[config.mk]
export PLATFORM = sky130hd
export DESIGN_NAME = uart_baud_sampler
export DESIGN_NICKNAME = d
export VERILOG_FILES = /design/src/rtl/uart_bs_pkg.sv /design/src/rtl/uart_bs_regs.sv /design/src/rtl/uart_bs_tickgen.sv /design/src/rtl/uart_bs_bitcnt.sv /design/src/rtl/uart_baud_sampler.sv
export SDC_FILE = /design/constraint.sdc
export NUM_CORES = 1
export LEC_CHECK = 0
export BUFFER_PORTS_ARGS = -buffer_cell sky130_fd_sc_hd__buf_2
export CORE_MARGIN = 1
export CORE_UTILIZATION = 45
export CTS_CLUSTER_DIAMETER = 100
export DETAILED_ROUTE_END_ITERATION = 6
export GPL_ROUTABILITY_DRIVEN = 0
export PLACE_DENSITY = 0.71
export SLEW_MARGIN = 20
export SYNTH_ARGS = -nofsm -noshare
export SYNTH_HDL_FRONTEND = slang
export SYNTH_SLANG_ARGS = --single-unit
[constraint.sdc]
create_clock -name clk -period 3.4 [get_ports clk]
set_input_delay 0.51 -clock clk [delete_from_list [all_inputs] [get_ports clk]]
set_output_delay 0.51 -clock clk [all_outputs]
set_load 0.005 [all_outputs]
[src/rtl/uart_bs_pkg.sv]
package uart_bs_pkg;
   typedef enum logic [1:0] {
      HS_X16  = 2'd0,
      HS_RSVD = 2'd1,
      HS_X4   = 2'd2,
      HS_PROG = 2'd3
   } hs_mode_e;

   localparam logic [2:0] ADDR_DIV_LO = 3'd0;
   localparam logic [2:0] ADDR_DIV_HI = 3'd1;
   localparam logic [2:0] ADDR_LCR    = 3'd3;
   localparam logic [2:0] ADDR_MODE   = 3'd4;
   localparam logic [2:0] ADDR_SCOUNT = 3'd5;
   localparam logic [2:0] ADDR_SPOINT = 3'd6;

   localparam int RATIO_X16 = 16;
   localparam int RATIO_X4  = 4;
endpackage

[src/rtl/uart_bs_regs.sv]
module uart_bs_regs
   import uart_bs_pkg::*;
#(
   parameter int DATA_W = 8,
   parameter int DIV_W  = 16,
   parameter int CNT_W  = 8,
   parameter logic [DIV_W-1:0] DIV_RESET = 1
) (
   input  logic             clk,
   input  logic             rst_n,
   input  logic             wr_en,
   input  logic [2:0]       wr_addr,
   input  logic [DATA_W-1:0] wr_data,
   output logic [DIV_W-1:0] divisor,
   output hs_mode_e         mode,
   output logic [CNT_W-1:0] scount,
   output logic [CNT_W-1:0] spoint,
   output logic             restart
);
   localparam int LATCH_BIT = DATA_W - 1;

   logic latch_q;
   logic div_lo_wr, div_hi_wr, timing_wr;

   if (DIV_W != 2 * DATA_W) begin : g_bad_div_w
      $error("DIV_W must be twice DATA_W");
   end
   if (CNT_W > DATA_W) begin : g_bad_cnt_w
      $error("CNT_W must not exceed DATA_W");
   end

   assign div_lo_wr = wr_en && latch_q && (wr_addr == ADDR_DIV_LO);
   assign div_hi_wr = wr_en && latch_q && (wr_addr == ADDR_DIV_HI);
   assign timing_wr = div_lo_wr || div_hi_wr ||
                      (wr_en && (wr_addr == ADDR_MODE ||
                                 wr_addr == ADDR_SCOUNT ||
                                 wr_addr == ADDR_SPOINT));

   always_ff @(posedge clk or negedge rst_n) begin
      if (!rst_n) begin
         latch_q <= 1'b0;
         divisor <= DIV_RESET;
         mode    <= HS_X16;
         scount  <= '0;
         spoint  <= '0;
         restart <= 1'b0;
      end else begin
         restart <= timing_wr;
         if (wr_en && wr_addr == ADDR_LCR) latch_q <= wr_data[LATCH_BIT];
         if (div_lo_wr) divisor[DATA_W-1:0] <= wr_data;
         if (div_hi_wr) divisor[DIV_W-1:DATA_W] <= wr_data;
         if (wr_en && wr_addr == ADDR_MODE) mode <= hs_mode_e'(wr_data[1:0]);
         if (wr_en && wr_addr == ADDR_SCOUNT) scount <= wr_data[CNT_W-1:0];
         if (wr_en && wr_addr == ADDR_SPOINT) spoint <= wr_data[CNT_W-1:0];
      end
   end

   // a low-byte divisor write without latch access leaves the divisor alone
   a_r7_gated_lo : assert property (@(posedge clk) disable iff (!rst_n)
      (wr_en && wr_addr == ADDR_DIV_LO && !latch_q) |=> $stable(divisor));
   // same for the high byte
   a_r7_gated_hi : assert property (@(posedge clk) disable iff (!rst_n)
      (wr_en && wr_addr == ADDR_DIV_HI && !latch_q) |=> $stable(divisor));
endmodule

[src/rtl/uart_bs_tickgen.sv]
module uart_bs_tickgen #(
   parameter int DIV_W = 16
) (
   input  logic             clk,
   input  logic             rst_n,
   input  logic             restart,
   input  logic [DIV_W-1:0] divisor,
   output logic             tick
);
   logic [DIV_W-1:0] eff_div;
   logic [DIV_W-1:0] cnt_q;

   // zero divisor acts as one
   assign eff_div = (divisor == '0) ? DIV_W'(1) : divisor;

   always_ff @(posedge clk or negedge rst_n) begin
      if (!rst_n) begin
         cnt_q <= '0;
         tick  <= 1'b0;
      end else if (restart) begin
         cnt_q <= '0;
         tick  <= 1'b0;
      end else if (cnt_q >= eff_div - DIV_W'(1)) begin
         cnt_q <= '0;
         tick  <= 1'b1;
      end else begin
         cnt_q <= cnt_q + DIV_W'(1);
         tick  <= 1'b0;
      end
   end

   // with an effective divisor above one, ticks never come back to back
   a_r8_tick_spacing : assert property (@(posedge clk) disable iff (!rst_n)
      (tick && eff_div > DIV_W'(1) && !restart) |=> !tick);
   // a restart silences the tick on the next cycle
   a_r9_tick_restart : assert property (@(posedge clk) disable iff (!rst_n)
      restart |=> !tick);
endmodule

[src/rtl/uart_bs_bitcnt.sv]
module uart_bs_bitcnt
   import uart_bs_pkg::*;
#(
   parameter int CNT_W = 8
) (
   input  logic             clk,
   input  logic             rst_n,
   input  logic             restart,
   input  logic             tick,
   input  hs_mode_e         mode,
   input  logic [CNT_W-1:0] scount,
   input  logic [CNT_W-1:0] spoint,
   input  logic             rx_sync,
   output logic             bit_strobe,
   output logic             mid_strobe,
   output logic             rx_bit
);
   localparam logic [CNT_W-1:0] LAST_X16 = CNT_W'(RATIO_X16 - 1);
   localparam logic [CNT_W-1:0] MID_X16  = CNT_W'(RATIO_X16 / 2 - 1);
   localparam logic [CNT_W-1:0] LAST_X4  = CNT_W'(RATIO_X4 - 1);
   localparam logic [CNT_W-1:0] MID_X4   = CNT_W'(RATIO_X4 / 2 - 1);

   if (RATIO_X16 > (1 << CNT_W)) begin : g_bad_cnt
      $error("CNT_W too small for fixed ratios");
   end

   logic [CNT_W-1:0] idx_q, last_idx, mid_idx;

   always_comb begin
      unique case (mode)
         HS_X4: begin
            last_idx = LAST_X4;
            mid_idx  = MID_X4;
         end
         HS_PROG: begin
            last_idx = scount;
            mid_idx  = spoint;
         end
         default: begin
            last_idx = LAST_X16;
            mid_idx  = MID_X16;
         end
      endcase
   end

   always_ff @(posedge clk or negedge rst_n) begin
      if (!rst_n) begin
         idx_q      <= '0;
         bit_strobe <= 1'b0;
         mid_strobe <= 1'b0;
         rx_bit     <= 1'b1;
      end else if (restart) begin
         idx_q      <= '0;
         bit_strobe <= 1'b0;
         mid_strobe <= 1'b0;
      end else begin
         bit_strobe <= 1'b0;
         mid_strobe <= 1'b0;
         if (tick) begin
            if (idx_q >= last_idx) begin
               idx_q      <= '0;
               bit_strobe <= 1'b1;
            end else begin
               idx_q <= idx_q + CNT_W'(1);
            end
            if (idx_q == mid_idx) begin
               mid_strobe <= 1'b1;
               rx_bit     <= rx_sync;
            end
         end
      end
   end

   // strobes only follow a tick
   a_r9_bit_needs_tick : assert property (@(posedge clk) disable iff (!rst_n)
      bit_strobe |-> $past(tick));
   a_r9_mid_needs_tick : assert property (@(posedge clk) disable iff (!rst_n)
      mid_strobe |-> $past(tick));
   // rx_bit only moves when a mid-bit strobe is raised
   a_r6_rx_hold : assert property (@(posedge clk) disable iff (!rst_n)
      !mid_strobe |-> $stable(rx_bit));
endmodule

[src/rtl/uart_baud_sampler.sv]
module uart_baud_sampler
   import uart_bs_pkg::*;
#(
   parameter int DATA_W      = 8,
   parameter int DIV_W       = 16,
   parameter int CNT_W       = 8,
   parameter int SYNC_STAGES = 2
) (
   input  logic        clk,
   input  logic        rst_n,
   input  logic        wr_en,
   input  logic [2:0]  wr_addr,
   input  logic [7:0]  wr_data,
   input  logic        rx_in,
   output logic        sample_tick,
   output logic        bit_strobe,
   output logic        mid_strobe,
   output logic        rx_bit
);
   if (SYNC_STAGES < 1) begin : g_bad_sync
      $error("SYNC_STAGES must be at least 1");
   end
   if (DATA_W != 8) begin : g_bad_data
      $error("port width fixed at 8 bits");
   end

   logic [DIV_W-1:0] divisor;
   hs_mode_e         mode;
   logic [CNT_W-1:0] scount, spoint;
   logic             restart;
   logic [SYNC_STAGES-1:0] sync_q;

   uart_bs_regs #(
      .DATA_W(DATA_W), .DIV_W(DIV_W), .CNT_W(CNT_W)
   ) regs_i (
      .clk(clk), .rst_n(rst_n), .wr_en(wr_en), .wr_addr(wr_addr),
      .wr_data(wr_data), .divisor(divisor), .mode(mode),
      .scount(scount), .spoint(spoint), .restart(restart)
   );

   uart_bs_tickgen #(.DIV_W(DIV_W)) tick_i (
      .clk(clk), .rst_n(rst_n), .restart(restart),
      .divisor(divisor), .tick(sample_tick)
   );

   for (genvar s = 0; s < SYNC_STAGES; s++) begin : g_sync
      if (s == 0) begin : g_first
         always_ff @(posedge clk or negedge rst_n) begin
            if (!rst_n) sync_q[0] <= 1'b1;
            else        sync_q[0] <= rx_in;
         end
      end else begin : g_next
         always_ff @(posedge clk or negedge rst_n) begin
            if (!rst_n) sync_q[s] <= 1'b1;
            else        sync_q[s] <= sync_q[s-1];
         end
      end
   end

   uart_bs_bitcnt #(.CNT_W(CNT_W)) bit_i (
      .clk(clk), .rst_n(rst_n), .restart(restart), .tick(sample_tick),
      .mode(mode), .scount(scount), .spoint(spoint),
      .rx_sync(sync_q[SYNC_STAGES-1]),
      .bit_strobe(bit_strobe), .mid_strobe(mid_strobe), .rx_bit(rx_bit)
   );
endmodule

# After elaboration in Yosys (flattened, before gate mapping)
# Index checks and enable logic that the tools add are counted.
[totals]
mem_count = 0
latchBits = 0
ram_bits = 0
mem_bits_ro = 0
input_bits = 15
reg_bits = 66
[classes]
order_cmp = 2
n_reduce_logical = 16
multipliers = 0
n_eq_ne = 8
muxes = 16
div = 0
n_bitwise = 1
shift = 0
addsub = 3
[ops]
columns = ["op", "n"]
rows = [
  ["two-way mux 16 bit", 3],
  ["one-hot mux 8 bit (2 select lines)", 2],
  ["two-way mux 8 bit", 3],
  ["adder 16 x 1 -> 16 bit (second input constant)", 1],
  [">= comparator 16 bit", 1],
  ["logical NOT 16 bit", 1],
  ["subtractor 16 x 1 -> 16 bit (second input constant)", 1],
  ["== test 3 bit (second input constant)", 3],
  ["adder 8 x 1 -> 8 bit (second input constant)", 1],
  ["== test 8 bit", 1],
  [">= comparator 8 bit", 1],
  ["logical AND 1 bit", 8],
  ["two-way mux 1 bit", 8],
  ["== test 2 bit (second input constant)", 2],
  ["logical OR 1 bit", 4],
  ["== test 3 x 1 -> 1 bit (second input constant)", 1],
  ["== test 3 x 2 -> 1 bit (second input constant)", 1],
  ["logical NOT 3 bit", 1],
  ["AND reduction 3 bit", 1],
  ["nonzero test 2 bit", 1],
  ["NOT 1 bit", 1],
]

# Depth between registers and ports, before layout
# Gate-level depths: netlist (run 1).
[logic_depth]
ltp_word = 6
mapped_depth = 18
ltp_nobuf = 16

# By module
# A second synthesis (run 1) with hierarchy kept.
[hier_totals]
hier_cells = 363
hier_area_um2 = 3952.5
[by_module_without_submodules]
columns = ["module", "area_each_um2", "cells_per_inst", "n_inst"]
rows = [
  ["uart_bs_tickgen", 1481.4, 162, 1],
  ["uart_bs_regs", 1451.4, 86, 1],
  ["uart_bs_bitcnt", 967.2, 113, 1],
  ["uart_baud_sampler", 52.6, 2, 1],
]

# Worst setup path after synthesis (run 1)
# No wires, ideal clock.
[synth_path]
kind = "register to register"
start = "register regs_i.divisor[9]"
end = "register tick_i.cnt_q[10]"
arrival_ns = 3.558
setup_time_ns = 0.071
required_ns = 3.329
slack_ns = -0.229
n_path_buf = 2
stages_incl_launch_ff = 16
cell_sequence = "dfrtp_1 or4_1 or3_4 nor2_1 a21oi_1 ha_1 xnor2_1 ha_1 a211o_1 a31oi_1 nor3_1 o31a_1 or3_1 buf_6 buf_6 nor2_1"
[synth_between]
elab_chain_len = 6
[synth_lines]
columns = ["element", "line", "source"]
rows = [
  ["start, declared", "uart_bs_regs.sv:14", "output logic [DIV_W-1:0] divisor,"],
  ["start signal, assigned by index", "uart_bs_regs.sv:50", "if (div_lo_wr) divisor[DATA_W-1:0] <= wr_data;"],
  ["start signal, assigned by index", "uart_bs_regs.sv:51", "if (div_hi_wr) divisor[DIV_W-1:DATA_W] <= wr_data;"],
  ["logical NOT 16 bit", "uart_bs_tickgen.sv:14", "assign eff_div = (divisor == '0) ? DIV_W'(1) : divisor;"],
  ["two-way mux 16 bit *", "uart_bs_tickgen.sv:14", ""],
  ["subtractor 16 x 1 -> 16 bit *", "uart_bs_tickgen.sv:23", "end else if (cnt_q >= eff_div - DIV_W'(1)) begin"],
  [">= comparator 16 bit *", "uart_bs_tickgen.sv:23", ""],
  ["two-way mux 16 bit *", "uart_bs_tickgen.sv:23", ""],
  ["two-way mux 16 bit *", "uart_bs_tickgen.sv:20", "end else if (restart) begin"],
  ["end signal, assigned", "uart_bs_tickgen.sv:27", "cnt_q <= cnt_q + DIV_W'(1);"],
  ["end, declared", "uart_bs_tickgen.sv:11", "logic [DIV_W-1:0] cnt_q;"],
]
# Every way passes the cells marked *; elsewhere a longest branch is shown, timed or not.
# A chain may end at the register's enable or synchronous reset.

# Worst setup path after layout (run 1)
[layout_path]
start = "register regs_i.divisor[9]"
end = "register tick_i.cnt_q[4]"
# The elaborated chain is that of the path after synthesis.

==> impl_results.md, run 1 <==
* Run status: finished, violations left
* Failing checks: negative setup slack
* Final clock period utilization by the worst path at 108%
* Pins Over Slew Limit at 0
* Via density at 5.57
* Placed Cells at between 400 and 500
* RSZ-0062 raised after global routing: true
* Adder-cell area share of the yosys netlist at 9.14%
* Count of buffers inserted at the top-level ports at 18
* All-Layer GR Usage at around a fifth
* Startpoint Class: flip-flop
* Worst slew margin relative to its limit at 49.3%
* Nets in the synthesized netlist at 395
* Path type of the worst setup path: flip-flop to flip-flop
* Yosys top cell by area: dfrtp_1
* Remaining routing DRC violations at 0
* Max-cap violations at 0
* Final global-route overflow total at 0
* Worst endpoint required time at 3.68 ns
* # setup viols final at 16
* Post-synth EDFFs at 0
* Final critical-path setup slack at -0.268 ns
* Final critical path time including I/O delays and setup at 3.67 ns
* Most used routing layer: met2
* Largest net degree at the start of global routing at 35
* Final design instance area without fill at 4420 µm²
* Simple-Gate Fraction of Synth Area at between 10% and 20%
* Critical path arrival at 3.95 ns
* Commonest register cell after synthesis: dfrtp_1
* First-pass GRT wire length at 13400 µm
* Maximum clock insertion buffer count at 2
* Number of different library cells in the post-synthesis netlist at 45
* GR Util met2 at 30.9%
* Final hold viol count at 0
* Core region area at 7850 µm²
* Most frequent cells in the layout: dfrtp_1 (62), mux2_2 (35), nand2_1 (28), ha_1 (26), nor2_1 (23)
* TritonCTS buffer count at 9
* Register area share after synthesis at 44.8%
* Initial antenna violation count at 0
* Filler instances at 706
* Number of nets in the finished design at 441
* Met3 track demand over resource at 3.04%
* Most frequent standard cell in the layout excluding fill and tap cells: dfrtp_1
* Wire length per cell at 15.7 µm
* Setup tns final at -4.12 ns
* Max FO, Critical Path at 8
* Ports at 19
* Standby leakage power at 1.96 nW
* Flop and latch count out of synthesis at 66
* Combinational family with the most area after synthesis: simple AND/OR/NAND/NOR gates
* Antenna Cells at 0
* Async set-or-reset flop fraction in the synthesized netlist at 100%
* Routed via count at approximately 2800
* Skew final at 0.00986 ns
* Sink count of the clock tree at 66
* Worst Tran Pin Value at 0.761 ns
* Cells after synthesis at 353
* Total of warnings raised by yosys at 0
* Main area contributors after synthesis: dfrtp_1 (42%), mux2_2 (11%), ha_1 (9.1%)
* Post-placement setup slack at -0.185 ns
* Path category of the worst min-delay check: input pin to asynchronous set/reset pin
* Hold Slack at 0.231 ns
* Cell at the root of the clock tree: clkbuf_8
* Insertion delay of the later-clocked pin in the worst-skew pair at 0.34 ns
* Highest clock rate at 273 MHz
* DRT iter0 DRCs at around 150
* Total power per unit cell area at 588 nW/µm²
* Initial standard-cell utilization of the core at around 47%
* Crit end category: flip-flop
* Portion of synthesized cell area occupied by the leading cell type at 42.0%
* Die outline area at 8580 µm²
* Fraction of the mapped netlist area in compound gates at 8.26%
* Width of the die at between 90 and 100 µm
* Final non-filler cell total at between 500 and 600
* Hold-fix buffers at CTS at 0
* Mean area per synthesized cell at 10.5 µm²
* Std cell rows at 32
* Fraction of layout instances using a drive strength above 1 at a little under a third
* Clock transition time at the flip-flop clock pins of the worst setup and hold paths at approximately 0.070 ns
* DPL Wire Length at between 5000 and 6000 µm
* Post-synthesis mux area share at 10.7%
* Via count of the first global-routing pass at approximately 2800
* Number of H-tree levels at 3
* 1st-pass router iterations at 4
* CTS tree: built
* Maximum ir drop on the vdd rail at between 0.2 and 0.3 mV
* Global Route met1 Usage at 28.4%
* Cell area after synthesis at 3700 µm²
* Xor and xnor area share after synthesis at 7.11%
* Area Growth Syn to Fin at 19.5%
* Final ANT Viol Nets at 0
* Total routed wirelength at 7960 µm
* Instance area at placement at 4010 µm²
* Die Height at between 90 and 100 µm
[power breakdown]
group	internal, mW	total, mW	leakage (nW)	switching, mW
sequential	0.933	1.08	0.842	0.146
clock	0.379	0.670	0.101	0.291
combinational	0.442	0.850	1.01	0.408
[layer usage]
layer | wire length (µm) | vias up
met5 | 0 | -
met4 | 117 | 0
met3 | 252 | 9
met2 | 3660 | 53
met1 | 3930 | 1393
li1 | - | 1364
[logic make-up (layout without fill, tap and decap cells)]
| group | count (synthesis) | count (layout) |
|---|---|---|
| fa+ha+maj | 27 | 27 |
| xor+xnor | 30 | 30 |
| compound gates | 47 | 47 |
| flops | 66 | 66 |
| buf+inv | 16 | 67 |
| mux | 35 | 35 |
| simple gates | 132 | 132 |
[metrics by stage]
step / utilization, % / power, mW
after floorplan: - / 1.57
after global routing: 56.3 / 2.76
final: 56.3 / 2.60
after detailed placement: 51.1 / 1.83
after global placement: 51.1 / 1.78
after CTS: 54.3 / 2.52
[cells in the mapped netlist, types with 3 or more instances]
cell type and count:
nand2_1 29, xnor2_1 16, and4_1 4, mux2_2 35, inv_1 9, dfstp_2 4, a21boi_0 3, nand4_1 5
and3_1 4, dfrtp_1 62, a21oi_1 8, nand4b_1 3, nor2_1 39, clkbuf_1 5, nand3_1 16, ha_1 27
a211o_1 3, xor2_1 14, a21o_1 3, nor3_1 10, o21ai_0 14, o22ai_1 3, nor2b_1 3, nand2b_1 6
[critical path, cell delays in order (launching register included)]
cell     delay (ns)
dfrtp_1        0.38
or4_4          0.54
or3_4          0.36
nor2_4         0.11
a21oi_2        0.07
ha_2           0.21
nand2_2        0.07
or3_4          0.14
nor2_4         0.04
xnor2_2        0.13
ha_1           0.33
a21oi_2        0.13
o22ai_1        0.08
nor3_1         0.24
o31ai_2        0.10
or3_4          0.43
buf_8          0.17
nor2_1         0.08
[flip-flops by register name, indices dropped and copies added, names as in the netlist, 2 cells and up]
| name | flops |
|---|---|
| regs_i.divisor | 16 |
| sync_q | 2 |
| regs_i.mode | 2 |
| regs_i.scount | 8 |
| tick_i.cnt_q | 16 |
| bit_i.idx_q | 8 |
| regs_i.spoint | 8 |
[final timing paths]
check | start | end | slack [ns] | cells past startpoint
min in group clk | rx_in | sync_q[0]$_DFF_PN1_ | 0.26 | 1
hold / removal | rst_n | bit_i.idx_q[0]$_DFFE_PN0P_ | 0.23 | 1
hold reg to reg | sync_q[0]$_DFF_PN1_ | sync_q[1]$_DFF_PN1_ | 0.36 | 0
setup / recovery | regs_i.divisor[9]$_DFFE_PN0P_ | tick_i.cnt_q[4]$_DFF_PN0_ | -0.27 | 17
max in group asynchronous | rst_n | regs_i.divisor[0]$_DFFE_PN1P_ | 2.37 | 2
setup reg to reg | regs_i.divisor[9]$_DFFE_PN0P_ | tick_i.cnt_q[4]$_DFF_PN0_ | -0.27 | 17
[area by class of cell]
| class | instances | area (µm²) | area share, % |
|---|---|---|---|
| multi-input combinational | 271 | 2110 | 47.8 |
| sequential | 66 | 1660 | 37.5 |
| timing repair buffer | 42 | 290 | 6.57 |
| clock buffer | 14 | 163 | 3.68 |
| tap | 102 | 128 | 2.89 |
| clock inverter | 2 | 35.0 | 0.793 |
| inverter | 9 | 33.8 | 0.765 |
[timing repair]
| action | 4_1_cts | 5_1_grt |
|---|---|---|
| gates cloned | 1 | 0 |
| buffers inserted | 3 | 4 |
| gates resized for setup | 6 | 34 |
| setup endpoints to repair | 16 | 17 |
| pin swaps | 7 | 27 |
Power figures use the tool's default switching activity.
==> inputs of run 2 (changes only) <==
--- a/config.mk
+++ b/config.mk
@@ -6,6 +6,7 @@
 export NUM_CORES = 1
 export LEC_CHECK = 0
 export BUFFER_PORTS_ARGS = -buffer_cell sky130_fd_sc_hd__buf_2
+export CORE_ASPECT_RATIO = 0.6
 export CORE_MARGIN = 1
 export CORE_UTILIZATION = 45
 export CTS_CLUSTER_DIAMETER = 100
==> run 2 against run 1 <==
Against the previous run: the run still ends with negative setup slack left; critical path depth shrank 3; sequential cell count unchanged; die area increased by 0.14%; setup slack improved by 0.073 ns; clock skew shrank 0.0053 ns; sequential power about the same; non-clock buffer count did not move; power grew 10%; largest power group unchanged; final cell count grew 1.2%; critical endpoint is now tick_i.cnt_q[2]$_DFF_PN0_; sequential share of layout area shrank 0.21 points.
==> impl_results.md, run 2 (synthesis gave the netlist of run 1 again) <==
* Run status: finished, violations left
* Failing checks: negative setup slack
* Slowest-stage cell, CP: or4_4
* Std cell rows at 25 (-22%)
* Width of the die at 119 µm (+28%)
* Peak per-stage delay on the critical path at 0.55 ns (about the same)
* Most frequent cells in the layout: dfrtp_1 (62), nor2_1 (37), mux2_2 (35), nand2_1 (28), ha_1 (26)
* Final hold viol count at 0 (unchanged)
* CTS tree: built
* Maximum ir drop on the vdd rail at 0.304 mV (+12%)
* Count of buffers inserted at the top-level ports at 18 (unchanged)
* Initial antenna violation count at 0 (unchanged)
* Final critical-path setup slack at -0.196 ns (+0.0726 ns)
* Final clock period utilization by the worst path at 106% (-2.1 points)
* All-Layer GR Usage at 20.5% (+0.23 points)
* Final global-route overflow total at 0 (unchanged)
* Highest clock rate at 278 MHz (+2.0%)
* Via count of the first global-routing pass at 2646 (-6.7%)
* Skew final at 0.00458 ns (-0.00527 ns)
* 1st-pass router iterations at 5 (+1)
* Total routed wirelength at 8280 µm (+4.0%)
* Max-cap violations at 0 (unchanged)
* Number of H-tree levels at 3 (unchanged)
* Crit end category: flip-flop
* Maximum clock insertion buffer count at 2 (unchanged)
* Path type of the worst setup path: flip-flop to flip-flop
* Cell mode on critical path: or3_4
* Hold Slack at 0.214 ns (-0.0171 ns)
* Fraction of layout instances using a drive strength above 1 at 27.7% (-2.7 points)
* Most frequent standard cell in the layout excluding fill and tap cells: dfrtp_1
* Worst slew margin relative to its limit at 56.9% (+7.6 points)
* Biggest regs: regs_i.divisor: 16 flops, tick_i.cnt_q: 16 flops
* Sink count of the clock tree at 66 (unchanged)
* # setup viols final at 17 (+1)
* Path category of the worst min-delay check: input pin to asynchronous set/reset pin
* Ports at 19 (unchanged)
* Final ANT Viol Nets at 0 (unchanged)
* Via density at 5.60 (+0.44%)
* Area Growth Syn to Fin at 20.2%
* Insertion delay of the later-clocked pin in the worst-skew pair at 0.33 ns (about the same)
* Initial standard-cell utilization of the core at 46.7% (-0.39 points)
* Core region area at 7910 µm² (+0.84%)
* Startpoint Class: flip-flop
* Setup tns final at -2.89 ns (+1.23 ns)
* Antenna Cells at 0 (unchanged)
* Final design instance area without fill at 4440 µm² (+0.57%)
* Worst endpoint required time at 3.66 ns (-0.02 ns)
* Die Height at 72.2 µm (-22%)
* Die outline area at 8590 µm² (+0.14%)
* Number of nets in the finished design at 441 (unchanged)
* TritonCTS buffer count at 9 (unchanged)
* Largest net degree at the start of global routing at 51 (+46%)
* Instance area at placement at 4050 µm² (+0.94%)
* Clock transition time at the flip-flop clock pins of the worst setup and hold paths at 0.06 ns (about the same)
* Total power per unit cell area at 645 nW/µm² (+9.5%)
* Cell at the root of the clock tree: clkbuf_16
* Filler instances at 685 (-3.0%)
* Pins Over Slew Limit at 0 (unchanged)
* DPL Wire Length at 6000 µm (+6.0%)
* Routed via count at 2865 (+1.6%)
* First-pass GRT wire length at 13400 µm (-0.20%)
* Wire length per cell at 16.2 µm (+2.8%)
* Cell-by-cell trace of the critical path: or4_4 -> or3_4 -> nor2_4 -> a21oi_2 -> ha_2 -> xnor2_1 -> ha_1 -> a211o_1 -> a31oi_1 -> nor3_1 -> o31a_1 -> or3_4 -> buf_4 -> nor2_1
* Standby leakage power at 2.02 nW (+3.1%)
* Critical path arrival at 3.85 ns (-0.10 ns)
* Remaining routing DRC violations at 0 (unchanged)
* RSZ-0062 raised after global routing: true
* Max FO, Critical Path at 8 (unchanged)
* Worst Tran Pin Value at 0.646 ns (-0.115 ns)
* Final critical path time including I/O delays and setup at 3.60 ns (-0.0726 ns)
* DRT iter0 DRCs at 149 (-1.3%)
-- run 2: changes by cell type in the layout (fill, tap and decap cells not counted), moves of 2 or more --
cell	delta
clkbuf_16	+9
nor2_2	-3
nor2_1	+14
buf_4	+2
clkbuf_1	-3
clkbuf_8	-11
clkinvlp_4	+2
nor2_4	-11
-- run 2: metal layers --
layer | global-route usage, % | part of all wire [%] | up-vias
li1 | - | - | 1365
met1 | 30.5 | 52 | 1426
met2 | 28.4 | 42 | 69
met3 | 5.66 | 5.0 | 5
met4 | 7.03 | 0.87 | 0
met5 | 0 | 0 | -
-- run 2: worst paths after layout --
check	from	end	slack (ns)	cells after the start
min in group clk	rx_in	sync_q[0]$_DFF_PN1_	0.29	1
setup reg to reg	regs_i.divisor[12]$_DFFE_PN0P_	tick_i.cnt_q[2]$_DFF_PN0_	-0.20	14
hold reg to reg	sync_q[0]$_DFF_PN1_	sync_q[1]$_DFF_PN1_	0.36	0
max in group asynchronous	rst_n	regs_i.divisor[5]$_DFFE_PN0P_	2.50	2
setup / recovery	regs_i.divisor[12]$_DFFE_PN0P_	tick_i.cnt_q[2]$_DFF_PN0_	-0.20	14
hold / removal	rst_n	tick_i.cnt_q[13]$_DFF_PN0_	0.21	1
-- run 2: worst max-delay path: cells and delay by family, from the launching register on --
family / cells / cell delay (ns)
DFF: 1 / 0.37
and+or+nand+nor: 6 / 1.56
buffers and inverters: 1 / 0.18
adders and majority gates: 2 / 0.50
xor gates and xnor gates: 1 / 0.13
AOI/OAI and AO/OA: 4 / 0.77
-- run 2: cell type report --
class / instances / area [µm²] / share of cell area (%)
flip-flops and latches: 66 / 1660 / 37.3
well taps: 108 / 135 / 3.04
multi-input cells: 271 / 2020 / 45.5
inverters: 9 / 33.8 / 0.760
clock inverters: 7 / 93.8 / 2.11
clock buffers: 9 / 225 / 5.07
repair buffers: 42 / 277 / 6.22
-- run 2: timing repair --
item	CTS	global route
cloned	0	1
buffers inserted	1	2
resized for setup	4	8
setup endpoints to repair	16	17
pin swaps	2	7
hold buffers	0	0
-- run 2: power by group --
part | leakage (nW) | internal (mW) | switching, mW
clock | 0.151 | 0.639 | 0.335
sequential | 0.842 | 0.935 | 0.140
combinational | 1.02 | 0.420 | 0.394
-- run 2: metrics by stage --
| step | util, % | instances | total power [mW] | setup WS (ns) |
|---|---|---|---|---|
| floorplan | - | 353 | 1.57 | -0.122 |
| global placement | 51.1 | 492 | 1.82 | -0.0963 |
| detailed placement | 51.1 | 492 | 1.85 | -0.211 |
| CTS | 55.4 | 509 | 2.85 | -0.190 |
| global route | 56.1 | 512 | 3.03 | -0.389 |
| finish | 56.1 | 512 | 2.86 | -0.196 |
